### src/rtl/shbit_pkg.sv
`timescale 1ns/1ps
package shbit_pkg;

  typedef enum logic [2:0] {
    OP_SHL  = 3'd0,
    OP_SHR  = 3'd1,
    OP_RCL  = 3'd2,
    OP_RCR  = 3'd3,
    OP_SAR  = 3'd4,
    OP_XNIB = 3'd5,
    OP_TPUT = 3'd6,
    OP_TGET = 3'd7
  } shbit_op_e;

  typedef struct packed {
    logic z;
    logic c;
    logic n;
    logic v;
  } shbit_flags_t;

  typedef struct packed {
    logic z_we;
    logic c_we;
    logic n_we;
    logic v_we;
  } shbit_flag_we_t;

endpackage

### src/rtl/shbit_shift.sv
`timescale 1ns/1ps
module shbit_shift
  import shbit_pkg::*;
#(
  parameter int WIDTH = 8
) (
  input  shbit_op_e        op,
  input  logic [WIDTH-1:0] a,
  input  logic             c_in,
  output logic [WIDTH-1:0] res,
  output logic             shout,
  output logic             is_shift
);
  localparam int MSB = WIDTH - 1;

  function automatic logic [WIDTH-1:0] move_up(input logic [WIDTH-1:0] v, input logic fill);
    return {v[MSB-1:0], fill};
  endfunction

  function automatic logic [WIDTH-1:0] move_down(input logic [WIDTH-1:0] v, input logic fill);
    return {fill, v[MSB:1]};
  endfunction

  logic go_left;
  logic fill_bit;

  always_comb begin
    go_left  = 1'b0;
    fill_bit = 1'b0;
    is_shift = 1'b1;
    unique case (op)
      OP_SHL:  begin go_left = 1'b1; fill_bit = 1'b0;   end
      OP_RCL:  begin go_left = 1'b1; fill_bit = c_in;   end
      OP_SHR:  begin go_left = 1'b0; fill_bit = 1'b0;   end
      OP_RCR:  begin go_left = 1'b0; fill_bit = c_in;   end
      OP_SAR:  begin go_left = 1'b0; fill_bit = a[MSB]; end
      default: is_shift = 1'b0;
    endcase
  end

  assign res   = go_left ? move_up(a, fill_bit) : move_down(a, fill_bit);
  assign shout = go_left ? a[MSB] : a[0];

endmodule

### src/rtl/shbit_bitxfer.sv
`timescale 1ns/1ps
module shbit_bitxfer
  import shbit_pkg::*;
#(
  parameter int WIDTH = 8,
  parameter int SELW  = $clog2(WIDTH)
) (
  input  shbit_op_e        op,
  input  logic [WIDTH-1:0] a,
  input  logic [SELW-1:0]  sel,
  input  logic             t_in,
  output logic [WIDTH-1:0] res,
  output logic             res_wr,
  output logic             t_out,
  output logic             t_wr
);
  localparam int HALF = WIDTH / 2;

  function automatic logic [WIDTH-1:0] exchange_halves(input logic [WIDTH-1:0] v);
    return {v[HALF-1:0], v[WIDTH-1:HALF]};
  endfunction

  logic [WIDTH-1:0] loaded;

  for (genvar i = 0; i < WIDTH; i++) begin : g_load
    assign loaded[i] = (sel == SELW'(i)) ? t_in : a[i];
  end

  always_comb begin
    res    = '0;
    res_wr = 1'b0;
    t_out  = 1'b0;
    t_wr   = 1'b0;
    unique case (op)
      OP_XNIB: begin res = exchange_halves(a); res_wr = 1'b1; end
      OP_TGET: begin res = loaded;             res_wr = 1'b1; end
      OP_TPUT: begin t_out = a[sel];           t_wr   = 1'b1; end
      default: ;
    endcase
  end

endmodule

### src/rtl/shbit_flags.sv
`timescale 1ns/1ps
module shbit_flags
  import shbit_pkg::*;
#(
  parameter int WIDTH = 8
) (
  input  logic [WIDTH-1:0] res,
  input  logic             shout,
  input  logic             upd,
  output shbit_flags_t     flags,
  output shbit_flag_we_t   flag_we
);
  function automatic logic all_clear(input logic [WIDTH-1:0] v);
    return ~|v;
  endfunction

  logic neg;

  assign neg       = res[WIDTH-1];
  assign flags.z   = upd & all_clear(res);
  assign flags.c   = upd & shout;
  assign flags.n   = upd & neg;
  assign flags.v   = upd & (neg ^ shout);
  assign flag_we   = {4{upd}};

endmodule

### src/rtl/shbit_unit.sv
`timescale 1ns/1ps
module shbit_unit
  import shbit_pkg::*;
#(
  parameter int WIDTH = 8,
  parameter int SELW  = $clog2(WIDTH)
) (
  input  logic             clk,
  input  logic             rst_n,
  input  logic             valid_i,
  input  logic [2:0]       op_i,
  input  logic [WIDTH-1:0] operand_i,
  input  logic [SELW-1:0]  bit_sel_i,
  input  logic             c_i,
  input  logic             t_i,
  output logic [WIDTH-1:0] result_o,
  output logic             result_we_o,
  output logic             z_o,
  output logic             z_we_o,
  output logic             c_o,
  output logic             c_we_o,
  output logic             n_o,
  output logic             n_we_o,
  output logic             v_o,
  output logic             v_we_o,
  output logic             t_o,
  output logic             t_we_o
);
  localparam int MSB  = WIDTH - 1;
  localparam int HALF = WIDTH / 2;

  shbit_op_e op;
  assign op = shbit_op_e'(op_i);

  // Named internal events for the checks below
  logic [WIDTH-1:0] shift_res;
  logic             shift_out_bit;
  logic             shift_sel;
  logic             shift_issue;
  logic [WIDTH-1:0] xfer_res;
  logic             xfer_res_wr;
  logic             xfer_t;
  logic             xfer_t_wr;
  shbit_flags_t     flags_nx;
  shbit_flag_we_t   flag_we_nx;

  shbit_shift #(.WIDTH(WIDTH)) u_shift (
    .op       (op),
    .a        (operand_i),
    .c_in     (c_i),
    .res      (shift_res),
    .shout    (shift_out_bit),
    .is_shift (shift_sel)
  );

  shbit_bitxfer #(.WIDTH(WIDTH), .SELW(SELW)) u_xfer (
    .op     (op),
    .a      (operand_i),
    .sel    (bit_sel_i),
    .t_in   (t_i),
    .res    (xfer_res),
    .res_wr (xfer_res_wr),
    .t_out  (xfer_t),
    .t_wr   (xfer_t_wr)
  );

  assign shift_issue = valid_i & shift_sel;

  shbit_flags #(.WIDTH(WIDTH)) u_flags (
    .res     (shift_res),
    .shout   (shift_out_bit),
    .upd     (shift_issue),
    .flags   (flags_nx),
    .flag_we (flag_we_nx)
  );

  logic [WIDTH-1:0] res_nx;
  logic             res_we_nx;
  logic             t_nx;
  logic             t_we_nx;

  always_comb begin
    res_we_nx = valid_i & (shift_sel | xfer_res_wr);
    res_nx    = '0;
    if (shift_issue)                   res_nx = shift_res;
    else if (valid_i && xfer_res_wr)   res_nx = xfer_res;
    t_we_nx   = valid_i & xfer_t_wr;
    t_nx      = t_we_nx & xfer_t;
  end

  always_ff @(posedge clk or negedge rst_n) begin
    if (!rst_n) begin
      result_o    <= '0;
      result_we_o <= 1'b0;
      z_o <= 1'b0; z_we_o <= 1'b0;
      c_o <= 1'b0; c_we_o <= 1'b0;
      n_o <= 1'b0; n_we_o <= 1'b0;
      v_o <= 1'b0; v_we_o <= 1'b0;
      t_o <= 1'b0; t_we_o <= 1'b0;
    end else begin
      result_o    <= res_nx;
      result_we_o <= res_we_nx;
      z_o <= flags_nx.z; z_we_o <= flag_we_nx.z_we;
      c_o <= flags_nx.c; c_we_o <= flag_we_nx.c_we;
      n_o <= flags_nx.n; n_we_o <= flag_we_nx.n_we;
      v_o <= flags_nx.v; v_we_o <= flag_we_nx.v_we;
      t_o <= t_nx;       t_we_o <= t_we_nx;
    end
  end

  // ---------------- assertions ----------------
  a_r6_n_tracks_msb: assert property (@(posedge clk) disable iff (!rst_n)
    n_we_o |-> (n_o == result_o[MSB]));

  a_r6_z_tracks_zero: assert property (@(posedge clk) disable iff (!rst_n)
    z_we_o |-> (z_o == (result_o == '0)));

  a_r6_v_is_n_xor_c: assert property (@(posedge clk) disable iff (!rst_n)
    (v_we_o && c_we_o && n_we_o) |-> (v_o == (n_o ^ c_o)));

  a_r11_idle_quiet: assert property (@(posedge clk) disable iff (!rst_n)
    !valid_i |=> !(result_we_o | z_we_o | c_we_o | n_we_o | v_we_o | t_we_o)
                 && (result_o == '0));

  a_r3_rcl_carry_path: assert property (@(posedge clk) disable iff (!rst_n)
    (valid_i && op_i == 3'd2) |=> (result_o[0] == $past(c_i))
                                  && (c_o == $past(operand_i[MSB])));

  a_r4_rcr_carry_path: assert property (@(posedge clk) disable iff (!rst_n)
    (valid_i && op_i == 3'd3) |=> (result_o[MSB] == $past(c_i))
                                  && (c_o == $past(operand_i[0])));

  a_r7_xnib_no_flags: assert property (@(posedge clk) disable iff (!rst_n)
    (valid_i && op_i == 3'd5) |=> result_we_o
      && !(z_we_o | c_we_o | n_we_o | v_we_o | t_we_o)
      && (result_o == {$past(operand_i[HALF-1:0]), $past(operand_i[MSB:HALF])}));

  a_r8_tput_only_t: assert property (@(posedge clk) disable iff (!rst_n)
    (valid_i && op_i == 3'd6) |=> t_we_o && !result_we_o && !z_we_o
      && (t_o == $past(operand_i[bit_sel_i])));

  a_r9_tget_no_flags: assert property (@(posedge clk) disable iff (!rst_n)
    (valid_i && op_i == 3'd7) |=> result_we_o && !(c_we_o | t_we_o)
      && (result_o[$past(bit_sel_i)] == $past(t_i)));

endmodule

### config.mk
export PLATFORM = sky130hd
export DESIGN_NAME = shbit_unit
export DESIGN_NICKNAME = d
export VERILOG_FILES = /design/src/rtl/shbit_pkg.sv /design/src/rtl/shbit_shift.sv /design/src/rtl/shbit_bitxfer.sv /design/src/rtl/shbit_flags.sv /design/src/rtl/shbit_unit.sv
export SDC_FILE = /design/constraint.sdc
export NUM_CORES = 1
export LEC_CHECK = 0
export BUFFER_PORTS_ARGS = -buffer_cell sky130_fd_sc_hd__buf_2
export CAP_MARGIN = 20
export CORE_UTILIZATION = 50
export CTS_BUF_LIST = sky130_fd_sc_hd__clkbuf_16
export DETAILED_ROUTE_END_ITERATION = 7
export PLACE_DENSITY = 0.87
export REMOVE_ABC_BUFFERS = 1
export SETUP_SLACK_MARGIN = 0.02
export SLEW_MARGIN = 25
export SYNTH_ARGS = -nofsm -noshare
export SYNTH_HDL_FRONTEND = slang
export SYNTH_SLANG_ARGS = --single-unit
export TNS_END_PERCENT = 1
### constraint.sdc
create_clock -name clk -period 1.1 [get_ports clk]
set_input_delay 0.11 -clock clk [delete_from_list [all_inputs] [get_ports clk]]
set_output_delay 0.11 -clock clk [all_outputs]
set_load 0.02 [all_outputs]
## Word level (Yosys, flattened, before mapping)

Index checks and enable logic that the tools add are counted.

- Equality and inequality tests: 14
- Bitwise gates (word level): 10
- Reductions and logical operators: 9
- Muxes and demuxes: 21
- $lt $le $gt $ge: 1

Operators by type and width:

| cell | count |
|---|---|
| == test 3 bit, second input constant | 8 |
| two-way mux 8 bit | 3 |
| one-hot mux 8 bit (2 select lines) | 1 |
| two-way mux 1 bit | 15 |
| == test 3 x 2 -> 1 bit, second input constant | 4 |
| bitwise AND 1 bit | 8 |
| OR reduction 8 bit | 1 |
| == test 3 x 1 -> 1 bit, second input constant | 2 |
| logical NOT 3 bit | 2 |
| OR reduction 2 bit | 3 |
| OR reduction 5 bit | 1 |
| less-than comparator 3 x 4 -> 1 bit, second input constant | 1 |
| binary-select mux 1 bit (select 3 bit) | 1 |
| one-hot mux 1 bit (2 select lines) | 1 |
| logical AND 1 bit | 1 |
| logical NOT 1 bit | 1 |
| OR 1 bit | 1 |
| bitwise XOR 1 bit | 1 |

- Bits in registers: 16
- Logic and storage cells: 64
- Output and inout port bits: 19

## Longest topological paths before layout

- Word-level depth: 7
- Gate-level depth with buffers: 5
- Depth with buffers taken out: 3

## By module

Synthesis repeated with hierarchy kept, for this count alone.

- Cell total of the unflattened synthesis: 126
- Area, all modules: 1270.0 µm²

By module, submodules not included:

| module | instances | sequential area each (µm²) | cells each | area each (µm²) |
|---|---|---|---|---|
| shbit_unit | 1 | 475.5 | 50 | 656.9 |
| shbit_bitxfer | 1 | 0.0 | 50 | 359.1 |
| shbit_shift | 1 | 0.0 | 15 | 166.4 |
| shbit_flags | 1 | 0.0 | 11 | 87.6 |

## Worst setup path before layout

No wires, ideal clock.

- Path type: input to register
- From: in op_i[2]
- To: reg z_o
- Data required time: 1.004 ns
- Path slack: -0.014 ns
- Arrival: 1.019 ns
- Cell stages on the path: 4
- Path buffers: 1
- Path through: buf_4 > and4b_1 > or3_4 > nor4_2

RTL lines:

| element | line | source |
|---|---|---|
| start: declaration | shbit_unit.sv:11 | `input logic [2:0] op_i,` |
| end signal: assignment | shbit_unit.sv:103 | `z_o <= flags_nx.z; z_we_o <= flag_we_nx.z_we;` |
| end: declaration | shbit_unit.sv:18 | `output logic z_o,` |

## Worst setup path after layout

- From: in op_i[2]
- To: reg result_o[1]

- Word-level cells in the longest chain between the ends: 6
- Elaborated cells on any way between the ends: 19

RTL lines:

| element | line | source |
|---|---|---|
| == test 3 bit | shbit_bitxfer.sv:34 | `unique case (op)` |
| OR reduction 2 bit (no line) | n/a |  |
| two-way mux 1 bit | shbit_bitxfer.sv:34 |  |
| logical AND 1 bit | shbit_unit.sv:86 | `else if (valid_i && xfer_res_wr) res_nx = xfer_res;` |
| two-way mux 8 bit | shbit_unit.sv:86 |  |
| two-way mux 8 bit * | shbit_unit.sv:85 | `if (shift_issue) res_nx = shift_res;` |
| named net res_nx[1] | shbit_unit.sv:77 | `logic [WIDTH-1:0] res_nx;` |
| end signal: assignment | shbit_unit.sv:101 | `result_o <= res_nx;` |
| end: declaration | shbit_unit.sv:16 | `output logic [WIDTH-1:0] result_o,` |

The timed path passes the listed nets; every way through them passes the cells marked *.

==> qor.yml <==
clockBufferDepth: 2
syn_area_per_cell_um2: 9.026
h-tree-depth: 1
fill_cells: 181
pwr-share-clk_pct: 38.8
drc: 0
synth_compound_area_share_pct: 32.38
wl_per_cell_um: 17.68
layout_commonest_cell: "buf_2"
seq_area_frac_synth_pct: 33.86
ys_ff_latch: 16
synth-simple-area-share_pct: 20.11
grt_start_max_net_pins: 17
num_rows: 17
finalCriticalPeriod_ps: 958.9
viasPerCell: 6.232
synth_flop_cell: "dfrtp_1"
startpoint_type: "primary input"
max_freq_mhz: 1043
grt.total_usage_pct: 32.46
pre_cts_slack_ps: -119.7
critPathArrivalTime_ps: 1080
io_pins: 38
place_congestion: 0.8676
numCtsBuffers: 3
clkTransAtPathRegs_ps: 50
setup_viol: 0
crit_required_ps: 1220
synth_cells: 131
path_max_fanout: 9
worst_pin_slew_ps: 377.3
hold_depth: 2
dieHeight_um: 50.63
synth_cell_types: 41
drive_gt1_share_pct: 37.16
die_x_um: 50.63
grt_pass1_wl_um: 6127
first_pass_iters: 4
status: "completed"
switchingPower_uw: 536.1
syn2layout_area_growth_pct: 34.92
worstSetupPathType: "in -> reg"
seqPwrFrac_pct: 34.4
synthArstFlopShare_pct: 100.0
power_density_nw_per_um2: 1158
grt_overflow_total: 0
internal_power_mw: 1.311
synth_edf_count: 0
maxSlewViolCount: 0
whs_ps: 249.4
cap_viol_max_count: 0
final.setup.tns_ps: 0
die_area_um2: 2563
layout_common_cells: "37 x buf_2, 25 x buf_4, 16 x dfrtp_1, 9 x inv_1, 7 x o21ai_0"
setup_ws_ps: 141.1
synthMuxAreaShare_pct: 3.386
period_share_pct: 87.18
via_count: 1315
cts_tree: "built"
rsz0062_at_grt: "false"
antenna_found_initial: 0
pwr-share-comb_pct: 26.9
hpwl_um: 2757
p_leak_nw: 0.7891
synth_fa_ha_area_share_pct: 0
clkSinkCount: 16
hold_violations: 0
port_buffers: 37
synth_top_family_by_area: "compound AO/OA/AOI/OAI gates"
syn_area_um2: 1182
layout.nets: 203
synthXorXnorAreaFrac_pct: 0
start_util_pct: 53.45
antenna_cells: 0
ys_warn_count: 0
grt_pass1_vias: 1266
routed_wl_um: 3731
final_core_util_pct: 72.12
switching_share_pct: 29.03
irDropWorstVdd_mv: 0.9258
core_area_um2: 2212
finalNonFillerCells: 211
root_buffer: "clkbuf_16"
place_inst: 206
end_kind: "flop"
drt_iter0_drc: 80
hold_path_class: "in -> reg"
slew_headroom_pct: 74.65
cts_resized: 0
antenna_left: 0
stage by stage:
step / power [mW] / instance area, µm²
finish: 1.847 / 1595
global route: 1.911 / 1595
CTS: 1.842 / 1595
detailed placement: 1.124 / 1506
global placement: 1.109 / 1506
floorplan: 0.8561 / 1099
repair_timing:
| action | CTS | global route |
|---|---|---|
| endpoints found under the setup margin | 0 | 0 |
| endpoints found under the hold margin | 16 | 0 |
| setup buffers | 0 | 0 |
| hold buffers | 1 | 0 |
per-layer routing:
metal	vias to the layer above	GRT usage, %	wire length (µm)
li1	610	-	-
met1	615	42.03	1505
met2	85	55.11	1816
met3	5	4.848	362
met4	0	10.19	46
met5	-	0	0
power groups by stage:
stage | Sequential, mW | Clock, mW | Combinational, mW
final | 0.634 | 0.716 | 0.496
after global routing | 0.638 | 0.741 | 0.532
after CTS | 0.635 | 0.718 | 0.490
after detailed placement | 0.644 | 0 | 0.480
after global placement | 0.642 | 0 | 0.466
after floorplan | 0.705 | 0 | 0.151
synth_stat cells (5+ instances only):
cell type / n / share of area, %
dfrtp_1: 16 / 34
inv_1: 9 / 2.9
o21ai_0: 7 / 3.0
clkbuf_1: 6 / 1.9
nor2b_1: 6 / 3.2
o2111ai_1: 6 / 4.4
a221o_1: 5 / 4.2
a32o_1: 5 / 4.2
nand2_1: 5 / 1.6
nor3b_1: 5 / 3.2
state kept, by name, indices dropped and copies added, names as in the netlist:
name         flops
z_o              1
v_o              1
result_we_o      1
t_o              1
result_o         8
t_we_o           1
c_o              1
n_o              1
v_we_o           1
worst max-delay path, cell delays in order:
cell and delay (ps):
buf_2 150, nor2b_1 190, a221o_1 340, a32o_1 290
final cells by class:
cell class | count | area, µm² | share of cell area, %
clock buffers | 3 | 75.07 | 4.706
well taps | 28 | 35.03 | 2.196
flip-flops and latches | 16 | 400.4 | 25.10
multi-input cells | 90 | 660.6 | 41.41
repair buffers | 63 | 382.9 | 24.00
inverters | 10 | 37.54 | 2.353
clock inverters | 1 | 3.754 | 0.2353
path summary, 6_finish.rpt:
kind                       startpoint                     to  slack (ps)
setup / recovery              op_i[2]  result_o[1]$_DFF_PN0_         140
hold / removal                valid_i  result_we_o$_DFF_PN0_         250
max in group asynchronous       rst_n  result_o[7]$_DFF_PN0_         520
min in group asynchronous       rst_n  result_o[3]$_DFF_PN0_         310
cell families after synthesis:
kind of cell           count (synthesis)
multiplexers                           4
flip-flops                            16
AND/OR/NAND/NOR                       36
buffers and inverters                 25
AO/OA/AOI/OAI                         50
Note: power is estimated with default switching activity, not from simulation.
